## config.mk

```make
export PLATFORM = sky130hd
export DESIGN_NAME = pwr_island_seq
export DESIGN_NICKNAME = d
export VERILOG_FILES = /design/src/rtl/pwr_island_pkg.sv /design/src/rtl/pwr_ack_eval.sv /design/src/rtl/pwr_wait_timer.sv /design/src/rtl/pwr_step_fsm.sv /design/src/rtl/pwr_island_seq.sv
export SDC_FILE = /design/constraint.sdc
export NUM_CORES = 1
export LEC_CHECK = 0
export ABC_AREA = 1
export CAP_MARGIN = 20
export CORE_MARGIN = 4
export CORE_UTILIZATION = 45
export DETAILED_ROUTE_END_ITERATION = 6
export GPL_ROUTABILITY_DRIVEN = 0
export GPL_TIMING_DRIVEN = 0
export PLACE_DENSITY = 0.67
export SETUP_SLACK_MARGIN = 0.5
export SLEW_MARGIN = 20
export SYNTH_ARGS = -nofsm -noshare
export SYNTH_HDL_FRONTEND = slang
export SYNTH_SLANG_ARGS = --single-unit
```

## constraint.sdc

```tcl
create_clock -name clk -period 2 [get_ports clk]
set_clock_uncertainty 0.15 [all_clocks]
set_input_delay 0.3 -clock clk [delete_from_list [all_inputs] [get_ports clk]]
set_output_delay 0.3 -clock clk [all_outputs]
set_load 0.02 [all_outputs]
```

## src/rtl/pwr_island_pkg.sv

```systemverilog
`timescale 1ns/1ps
package pwr_island_pkg;

  // Control word bit positions; the power cell decodes these.
  localparam int CTL_W      = 5;
  localparam int CB_RST_N   = 0;
  localparam int CB_ISO     = 1;
  localparam int CB_SW_PRI  = 2;
  localparam int CB_SW_SEC  = 3;
  localparam int CB_CLK_OFF = 4;

  // Safe off value: clock gated, isolated, switches open, reset held.
  localparam logic [CTL_W-1:0] CTL_DOWN = 5'b10010;

  typedef enum logic [1:0] {
    LVL_OFF   = 2'd0,
    LVL_ON    = 2'd1,
    LVL_MIXED = 2'd2
  } ack_lvl_e;

  typedef enum logic [4:0] {
    ST_IDLE,
    ST_UP_SW_PRI,
    ST_UP_SW_SEC,
    ST_UP_ACK,
    ST_UP_CLK,
    ST_UP_ISO,
    ST_UP_RST,
    ST_UP_MEM_REQ,
    ST_UP_MEM_WAIT,
    ST_UP_BP_REQ,
    ST_UP_BP_WAIT,
    ST_DN_BP_REQ,
    ST_DN_BP_WAIT,
    ST_DN_MEM_REQ,
    ST_DN_MEM_WAIT,
    ST_DN_ISO,
    ST_DN_RST,
    ST_DN_CLK,
    ST_DN_SW_PRI,
    ST_DN_SW_SEC,
    ST_DN_ACK
  } seq_state_e;

  // Two-status rule: agreement gives a level, disagreement means transition.
  function automatic ack_lvl_e f_ack_lvl(input logic a, input logic b);
    if (a && b)   return LVL_ON;
    if (!a && !b) return LVL_OFF;
    return LVL_MIXED;
  endfunction

  function automatic logic f_is_wait(input seq_state_e s);
    return s inside {ST_UP_ACK, ST_UP_MEM_WAIT, ST_UP_BP_WAIT,
                     ST_DN_BP_WAIT, ST_DN_MEM_WAIT, ST_DN_ACK};
  endfunction

  function automatic logic f_is_up(input seq_state_e s);
    return s inside {ST_UP_SW_PRI, ST_UP_SW_SEC, ST_UP_ACK, ST_UP_CLK,
                     ST_UP_ISO, ST_UP_RST, ST_UP_MEM_REQ, ST_UP_MEM_WAIT,
                     ST_UP_BP_REQ, ST_UP_BP_WAIT};
  endfunction

endpackage

```

## src/rtl/pwr_ack_eval.sv

```systemverilog
`timescale 1ns/1ps
module pwr_ack_eval
  import pwr_island_pkg::*;
#(
  parameter int MEM_W = 4
) (
  input  logic             ack_a,
  input  logic             ack_b,
  input  logic [MEM_W-1:0] mem_ack,
  output ack_lvl_e         lvl,
  output logic             mem_clr,
  output logic             mem_set
);

  assign lvl = f_ack_lvl(ack_a, ack_b);

  always_comb begin
    mem_clr = 1'b1;
    mem_set = 1'b1;
    for (int i = 0; i < MEM_W; i++) begin
      mem_clr = mem_clr & ~mem_ack[i];
      mem_set = mem_set &  mem_ack[i];
    end
  end

endmodule

```

## src/rtl/pwr_wait_timer.sv

```systemverilog
`timescale 1ns/1ps
module pwr_wait_timer #(
  parameter int LIMIT = 1024
) (
  input  logic clk,
  input  logic rst_n,
  input  logic run,
  output logic expired
);

  localparam int            CW   = $clog2(LIMIT + 1);
  localparam logic [CW-1:0] LAST = CW'(LIMIT - 1);

  logic [CW-1:0] cnt;

  always_ff @(posedge clk or negedge rst_n) begin
    if (!rst_n)            cnt <= '0;
    else if (!run)         cnt <= '0;
    else if (cnt != LAST)  cnt <= cnt + CW'(1);
  end

  assign expired = run && (cnt == LAST);

endmodule

```

## src/rtl/pwr_step_fsm.sv

```systemverilog
`timescale 1ns/1ps
module pwr_step_fsm
  import pwr_island_pkg::*;
#(
  parameter int MEM_W  = 4,
  parameter bit USE_BP = 1'b1
) (
  input  logic             clk,
  input  logic             rst_n,
  input  logic             on_req,
  input  logic             off_req,
  input  ack_lvl_e         lvl,
  input  logic             mem_clr,
  input  logic             mem_set,
  input  logic             bp_ack,
  input  logic             expired,
  output logic [CTL_W-1:0] ctl,
  output logic [MEM_W-1:0] mem_pd,
  output logic             bp_req,
  output logic             supply_en,
  output logic             done,
  output logic             err,
  output logic             busy,
  output logic             wait_st,
  output logic             accept_ev
);

  localparam logic [MEM_W-1:0] MEM_ALL = {MEM_W{1'b1}};

  seq_state_e st;
  logic       wait_ok;

  always_comb begin
    case (st)
      ST_UP_ACK:      wait_ok = (lvl == LVL_ON);
      ST_UP_MEM_WAIT: wait_ok = mem_clr;
      ST_UP_BP_WAIT:  wait_ok = ~bp_ack;
      ST_DN_BP_WAIT:  wait_ok = bp_ack;
      ST_DN_MEM_WAIT: wait_ok = mem_set;
      ST_DN_ACK:      wait_ok = (lvl == LVL_OFF);
      default:        wait_ok = 1'b0;
    endcase
  end

  assign busy      = (st != ST_IDLE);
  assign wait_st   = f_is_wait(st);
  assign accept_ev = (st == ST_IDLE) && (on_req || off_req);

  always_ff @(posedge clk or negedge rst_n) begin
    if (!rst_n) begin
      st        <= ST_IDLE;
      ctl       <= CTL_DOWN;
      mem_pd    <= MEM_ALL;
      bp_req    <= USE_BP;
      supply_en <= 1'b0;
      done      <= 1'b0;
      err       <= 1'b0;
    end else begin
      done <= 1'b0;
      err  <= 1'b0;
      if (wait_st && !wait_ok && expired) begin
        st  <= ST_IDLE;
        err <= 1'b1;
        if (f_is_up(st)) begin
          ctl       <= CTL_DOWN;
          mem_pd    <= MEM_ALL;
          bp_req    <= USE_BP;
          supply_en <= 1'b0;
        end
      end else begin
        case (st)
          ST_IDLE: begin
            if (on_req) begin
              st        <= ST_UP_SW_PRI;
              supply_en <= 1'b1;
            end else if (off_req) begin
              st <= USE_BP ? ST_DN_BP_REQ : ST_DN_MEM_REQ;
            end
          end
          ST_UP_SW_PRI: begin ctl[CB_SW_PRI]  <= 1'b1; st <= ST_UP_SW_SEC; end
          ST_UP_SW_SEC: begin ctl[CB_SW_SEC]  <= 1'b1; st <= ST_UP_ACK;    end
          ST_UP_ACK:    if (wait_ok) st <= ST_UP_CLK;
          ST_UP_CLK:    begin ctl[CB_CLK_OFF] <= 1'b0; st <= ST_UP_ISO;     end
          ST_UP_ISO:    begin ctl[CB_ISO]     <= 1'b0; st <= ST_UP_RST;     end
          ST_UP_RST:    begin ctl[CB_RST_N]   <= 1'b1; st <= ST_UP_MEM_REQ; end
          ST_UP_MEM_REQ: begin mem_pd <= '0; st <= ST_UP_MEM_WAIT; end
          ST_UP_MEM_WAIT: begin
            if (wait_ok) begin
              if (USE_BP) st <= ST_UP_BP_REQ;
              else begin
                st   <= ST_IDLE;
                done <= 1'b1;
              end
            end
          end
          ST_UP_BP_REQ: begin bp_req <= 1'b0; st <= ST_UP_BP_WAIT; end
          ST_UP_BP_WAIT: begin
            if (wait_ok) begin
              st   <= ST_IDLE;
              done <= 1'b1;
            end
          end
          ST_DN_BP_REQ:   begin bp_req <= 1'b1; st <= ST_DN_BP_WAIT; end
          ST_DN_BP_WAIT:  if (wait_ok) st <= ST_DN_MEM_REQ;
          ST_DN_MEM_REQ:  begin mem_pd <= MEM_ALL; st <= ST_DN_MEM_WAIT; end
          ST_DN_MEM_WAIT: if (wait_ok) st <= ST_DN_ISO;
          ST_DN_ISO:    begin ctl[CB_ISO]     <= 1'b1; st <= ST_DN_RST;    end
          ST_DN_RST:    begin ctl[CB_RST_N]   <= 1'b0; st <= ST_DN_CLK;    end
          ST_DN_CLK:    begin ctl[CB_CLK_OFF] <= 1'b1; st <= ST_DN_SW_PRI; end
          ST_DN_SW_PRI: begin ctl[CB_SW_PRI]  <= 1'b0; st <= ST_DN_SW_SEC; end
          ST_DN_SW_SEC: begin ctl[CB_SW_SEC]  <= 1'b0; st <= ST_DN_ACK;    end
          ST_DN_ACK: begin
            if (wait_ok) begin
              st        <= ST_IDLE;
              done      <= 1'b1;
              supply_en <= 1'b0;
            end
          end
          default: st <= ST_IDLE;
        endcase
      end
    end
  end

endmodule

```

## src/rtl/pwr_island_seq.sv

```systemverilog
`timescale 1ns/1ps
module pwr_island_seq
  import pwr_island_pkg::*;
#(
  parameter int MEM_W       = 4,
  parameter int TIMEOUT_CYC = 1024,
  parameter bit USE_BP      = 1'b1
) (
  input  logic             clk,
  input  logic             rst_n,
  input  logic             on_req,
  input  logic             off_req,
  input  logic             pwr_ack_a,
  input  logic             pwr_ack_b,
  input  logic [MEM_W-1:0] mem_pd_ack,
  input  logic             bp_ack,
  output logic [CTL_W-1:0] pwr_ctl,
  output logic [MEM_W-1:0] mem_pd,
  output logic             bp_req,
  output logic             supply_en,
  output logic             busy,
  output logic             done,
  output logic             err
);

  // Named internal events, visible to the bound checker.
  ack_lvl_e ack_lvl;
  logic     mem_clr;
  logic     mem_set;
  logic     wait_st;
  logic     expired;
  logic     ev_accept;

  pwr_ack_eval #(.MEM_W(MEM_W)) u_eval (
    .ack_a   (pwr_ack_a),
    .ack_b   (pwr_ack_b),
    .mem_ack (mem_pd_ack),
    .lvl     (ack_lvl),
    .mem_clr (mem_clr),
    .mem_set (mem_set)
  );

  pwr_wait_timer #(.LIMIT(TIMEOUT_CYC)) u_timer (
    .clk     (clk),
    .rst_n   (rst_n),
    .run     (wait_st),
    .expired (expired)
  );

  pwr_step_fsm #(.MEM_W(MEM_W), .USE_BP(USE_BP)) u_fsm (
    .clk       (clk),
    .rst_n     (rst_n),
    .on_req    (on_req),
    .off_req   (off_req),
    .lvl       (ack_lvl),
    .mem_clr   (mem_clr),
    .mem_set   (mem_set),
    .bp_ack    (bp_ack),
    .expired   (expired),
    .ctl       (pwr_ctl),
    .mem_pd    (mem_pd),
    .bp_req    (bp_req),
    .supply_en (supply_en),
    .done      (done),
    .err       (err),
    .busy      (busy),
    .wait_st   (wait_st),
    .accept_ev (ev_accept)
  );

endmodule

```

* Word level (Yosys, flattened, before mapping)
Cells that the tools add are included.
Operators by class: add/subtract/negate cells 1, equality and inequality tests 33, multiplexer cells 41, bitwise logic cells 11, reductions and logical operators 31
Operators by type and width (number):
- $pmux 5 s20 | 1
- $mux 5 | 10
- $eq 5x4->1 const B | 8
- $eq 5x5->1 const B | 5
- $reduce_bool 3->1 | 8
- $mux 11 | 2
- $eq 5x3->1 const B | 4
- $pmux 1 s2 | 7
- $reduce_and 2->1 | 7
- $mux 1 | 13
- $add 11x1->11 const B | 1
- $eq 11x10->1 const B | 1
- $ne 11x10->1 const B | 1
- $eq 5x2->1 const B | 2
- $reduce_bool 10->1 | 1
- $ne 3x1->1 const B | 3
- $ne 3x2->1 const B | 3
- $mux 2 | 4
- $mux 4 | 2
- $pmux 4 s2 | 1
- $and 1x1->1 | 6
- $pmux 1 s6 | 1
- $reduce_and 6->1 | 1
- $reduce_bool 6->1 | 1
- 13 further kinds | 24
Storage, ports and cells: bits in registers 29, input bits 11, output and inout bits 14, logic and storage cells 129

* Longest topological paths before layout
depth in word-level cells 13, depth in mapped cells 12

* Cells and area by module
From an unflattened synthesis, not the netlist that was laid out.
Second synthesis, totals: cells, all modules 255, area, all modules 1863.0 µm²
Modules (own cells, without submodules):
- pwr_step_fsm | instances 1, cells an instance 162, area an instance 1152.4 µm², sequential area each 380.4 µm²
- pwr_wait_timer | instances 1, cells an instance 82, area an instance 660.6 µm², sequential area each 275.3 µm²
- pwr_ack_eval | instances 1, cells an instance 11, area an instance 50.0 µm², sequential area each 0.0 µm²

* Least setup slack after synthesis
OpenSTA, ideal clock, no wires.
path type register to register, start register u_timer.cnt[0], end register u_fsm.st[0], setup time 121 ps, data arrival time 1502 ps, required time 1729 ps, setup slack 226 ps, cell stages (with the launch flop) 11, path buffers 0, path through dfrtp_1 > ha_1 > inv_1 > nor2_1 > nand3_1 > nor2_1 > nand2_1 > nor2_4 > nor2_1 > nand2_1 > nand2_1
On the way: cells in the longest elaborated chain, start to end 5
RTL lines:
- start: declaration | RTL line pwr_wait_timer.sv:14 | logic [CW-1:0] cnt;
- start signal: assignment | RTL line pwr_wait_timer.sv:19 | else if (cnt != LAST) cnt <= cnt + CW'(1);
- $eq 11x10->1 (*) | RTL line pwr_wait_timer.sv:22 | assign expired = run && (cnt == LAST);
- $logic_and 1x1->1 (*) | RTL line pwr_wait_timer.sv:22
- $logic_and 1x1->1 (*) | RTL line pwr_step_fsm.sv:61 | if (wait_st && !wait_ok && expired) begin
- $ne 4x4->1 (no source line), or another cell as far along
- $reduce_and 6->1 (no source line)
- end signal: assignment | RTL line pwr_step_fsm.sv:77 | st <= USE_BP ? ST_DN_BP_REQ : ST_DN_MEM_REQ;
- end: declaration | RTL line pwr_step_fsm.sv:30 | seq_state_e st;
Every way passes the cells marked *; elsewhere a longest branch is shown, timed or not. A chain may end at the register's enable or synchronous reset.

* Worst setup path after layout
start register u_fsm.st[0], end output busy
On the way: cells in the longest elaborated chain, start to end 1
RTL lines:
- $reduce_bool 5->1 | RTL line pwr_step_fsm.sv:45 | assign busy = (st != ST_IDLE);
- end: declaration | RTL line pwr_island_seq.sv:21 | output logic busy,
No other way between the ends.

==> reports/metrics.csv <==
stage,metric,value,unit
setup_path,crit-path max cell delay,0.51,ns
synthesis,Syn Inst Count,255,
routing,via count,2195,
synthesis,flop and latch count out of synthesis,26,
synthesis,Post-synth ARST share,100,%
place,detailed placer's ending HPWL,3520,um
sta,final worst-path cycle share,95.0,%
synthesis,Ys Warns,0,
sta,final setup margin,0.101,ns
setup_path,crit path cell chain,nor2_4 -> nand2_2 -> nor2_4 -> inv_2 -> buf_6,
floorplanning,Die W,72.1,um
setup_path,worst reg2reg setup slack,0.13,ns
global_route,antenna violations before repair,0,
sta,setup TNS,0,ns
pwr,sw frac,47.6,%
pwr,net switching power,0.00174,W
place,# placed instances,329,
clock_network,clk_lat worst skew,0.28,ns
synthesis,Synth top cells by count,"nand2_1 (66), nor2_1 (37), dfrtp_1 (22)",
routing,residual DRC count,0,
synthesis,"Net Count, Synth",267,
setup_path,R2R depth,11,
clock_network,CTS max path bufs,2,
sta,Setup Viol. Count Final,0,
setup_path,CP max FO,5,
floorplanning,Initial Util,46.5,%
final_layout,fraction of layout cells with a size suffix above 1,48.8,%
pwr,Int Pwr,0.00192,W
status,outcome,completed,
final_layout,n_diodes,0,
min_path,Hold Path End,u_fsm.ctl[1]$_DFFE_PN1P_,
min_path,HP Class,flop to flop,
pwr,P per Cell Area,1240,nW/um2
pwr,VDD IR-drop max,629,uV
min_path,hold path start,u_fsm.ctl[1]$_DFFE_PN1P_,
sta,unrepaired setup endpoints after global routing,yes,
routing,routed wire length,6330,um
global_route,vias in the first global route,2088,
routing,vias per inst,5.72,
final_layout,Nets,347,
floorplanning,Die H,72.1,um
sta,headroom to the max-slew limit,60.9,%
global_route,largest net degree at the start of global routing,27,
pwr,clock power share,8.7,%
synthesis,post-synth top area cell,dfrtp_1,
global_route,overall routing resource usage,24.4,%
synthesis,dominant cells by area after synthesis,"dfrtp_1 (30%), nand2_1 (13%), nor2_1 (7.5%)",
pwr,leak pwr,1.33,nW
sta,FMAX,0.527,GHz
clock_network,CTS Root Cell,clkbuf_8,
pwr,Gate power share,68.1,%
setup_path,Reg-to-Reg End,u_fsm.ctl[1]$_DFFE_PN1P_,
final_layout,post-route insts no fill,384,
clock_network,clk slew on worst S/H paths,0.09,ns
synthesis,"count leader, synth",nand2_1,
setup_path,reg2reg start,u_fsm.st[1]$_DFFE_PN0P_,
synthesis,Yosys top cell area share,29.8,%
floorplanning,Row Count,23,
setup_path,Setup CP Type,flop to primary output,
job,max cap viols,0,
setup_path,Worst setup EP type,primary output,
place,pre-CTS setup slack,-0.0171,ns
clock_network,CTS buffer count,3,
synthesis,"Avg Cell Area, Syn",7.24,um2
sta,minimum clock period,1.90,ns
synthesis,synth unique cells,35,
global_route,gr ovfl total,0,
synthesis,"Top FF cell, synth",dfrtp_1,
setup_path,"most used cell, CP",nor2_4,
floorplanning,CORE AREA,3970,um2
routing,Routed wire per std cell,16.5,um
sta,final hold violation count,0,
pwr,Seq pwr share,23.2,%
floorplanning,Die ar.,5190,um2
final_layout,Layout Area Growth over Synthesis,59.8,%
place,port bufs,24,
synthesis,"EDFF count, synth",0,
global_route,first-pass GRT wire length,9830,um
sta,Max Slew Vio Count,0,
clock_network,H-Tree Depth,1,
synthesis,Post-Syn Area,1850,um2
routing,post-route ant nets,0,
synthesis,post-synthesis sequential area ratio,35.5,%
setup_path,Worst Setup Start Kind,flop,
min_path,hold path depth,2,
setup_path,WP data arrival,1.45,ns
clock_network,Clock Sinks,26,
setup_path,CP max-delay cell,dfrtp_2,
final_layout,fin util,74.3,%
floorplanning,io pins,25,
routing,initial DRC count,179,
sta,Worst-Margin Slew,0.586,ns
routing,first drt pass iteration count,5,
setup_path,Critical Path RT,1.55,ns
clock_network,TritonCTS clock tree,done,
## kinds of logic (layout without fill, tap and decap cells)
group | Yosys count | in the layout | synth area share (%)
buffers and inverters | 35 | 113 | 8.74
adder cells (fa/ha/maj) | 1 | 1 | 0.677
XOR/XNOR | 1 | 1 | 0.474
AND/OR/NAND/NOR | 157 | 158 | 43.0
AO/OA/AOI/OAI | 35 | 35 | 11.7
flip-flops | 26 | 26 | 35.5
## cell type report
type	count	area, um2
multi-input cells	195	1320
fillers	279	1020
repair buffers	74	664
flip-flops and latches	26	661
inverters	29	126
plain buffers	6	71.3
well taps	50	62.6
clock buffers	4	45.0
## layer usage
layer  global-route usage (%)  up-vias  routed length [um]
met5                        0        -                   0
met1                     29.5     1022                2390
met3                     4.16       40                 482
met4                     13.6        0                 342
li1                         -      992                   -
met2                     41.0      141                3120
## timing repair
action / in CTS / in global routing
hold buffers: 1 / 0
gates cloned: 2 / 0
setup endpoints to repair: 39 / 30
pin swaps: 23 / 17
hold endpoints to repair: 22 / 0
setup buffers: 37 / 11
resized for setup: 102 / 37
## power groups by stage
stage | Sequential [W] | Combinational (W) | Clock, W
after floorplan | 0.000917 | 0.00108 | 0
after global placement | 0.000843 | 0.00165 | 0
after detailed placement | 0.000849 | 0.00165 | 0
after CTS | 0.000833 | 0.00216 | 0.000314
after global routing | 0.000863 | 0.00266 | 0.000343
final | 0.000851 | 0.00249 | 0.000318
## critical path: cells and delay by family (launching register included)
| kind | cells | cell delay (ns) |
|---|---|---|
| flip-flops | 1 | 0.51 |
| AND/OR/NAND/NOR | 3 | 0.45 |
| buffers and inverters | 2 | 0.20 |
## placed cells by master (no fill, tap or decap), types with 5 or more instances in the layout
master,count
nor2_2,8
nand2_4,5
buf_4,30
nand2_2,16
dfrtp_1,18
nand3_2,7
nor2_4,16
inv_1,18
buf_6,26
nor3_1,5
buf_2,6
nand2_1,51
clkdlybuf4s50_1,9
inv_2,5
nand3_1,7
nor2_1,25
dlygate4sd2_1,6
o21ai_1,6
inv_4,5
## metrics by stage
stage                     hold slack, ns  instance area [um2]  total power [W]
after floorplan                   -0.146                 1910          0.00200
after global placement             0.308                 2210          0.00249
after detailed placement           0.184                 2210          0.00250
after CTS                          0.319                 2740          0.00330
after global routing               0.350                 2950          0.00386
final                              0.318                 2950          0.00366
## how the worst max path moves through the flow
stage                                          start                 endpoint  slack, ns  depth (start not counted)
final                        u_fsm.st[0]$_DFFE_PN0P_                     busy       0.10                          5
after global placement                     pwr_ack_b  u_fsm.st[2]$_DFFE_PN0P_     -0.002                         10
after floorplan           u_timer.cnt[0]$_DFFE_PN0P_  u_fsm.st[0]$_DFFE_PN0P_       0.38                         10
after detailed placement                   pwr_ack_b  u_fsm.st[2]$_DFFE_PN0P_      -0.02                         10
after global routing         u_fsm.st[1]$_DFFE_PN0P_  u_fsm.st[1]$_DFFE_PN0P_       0.06                         10
after CTS                    u_fsm.st[1]$_DFFE_PN0P_                     busy       0.17                          5
## flip-flops by register name, summed over array words and instances (netlist names)
register and cells:
u_fsm.err 1, u_fsm.ctl 5, u_fsm.mem_pd 1, u_timer.cnt 11, u_fsm.done 1, u_fsm.bp_req 1, u_fsm.st 5, u_fsm.supply_en 1
Note: power is estimated with default switching activity, not from simulation.
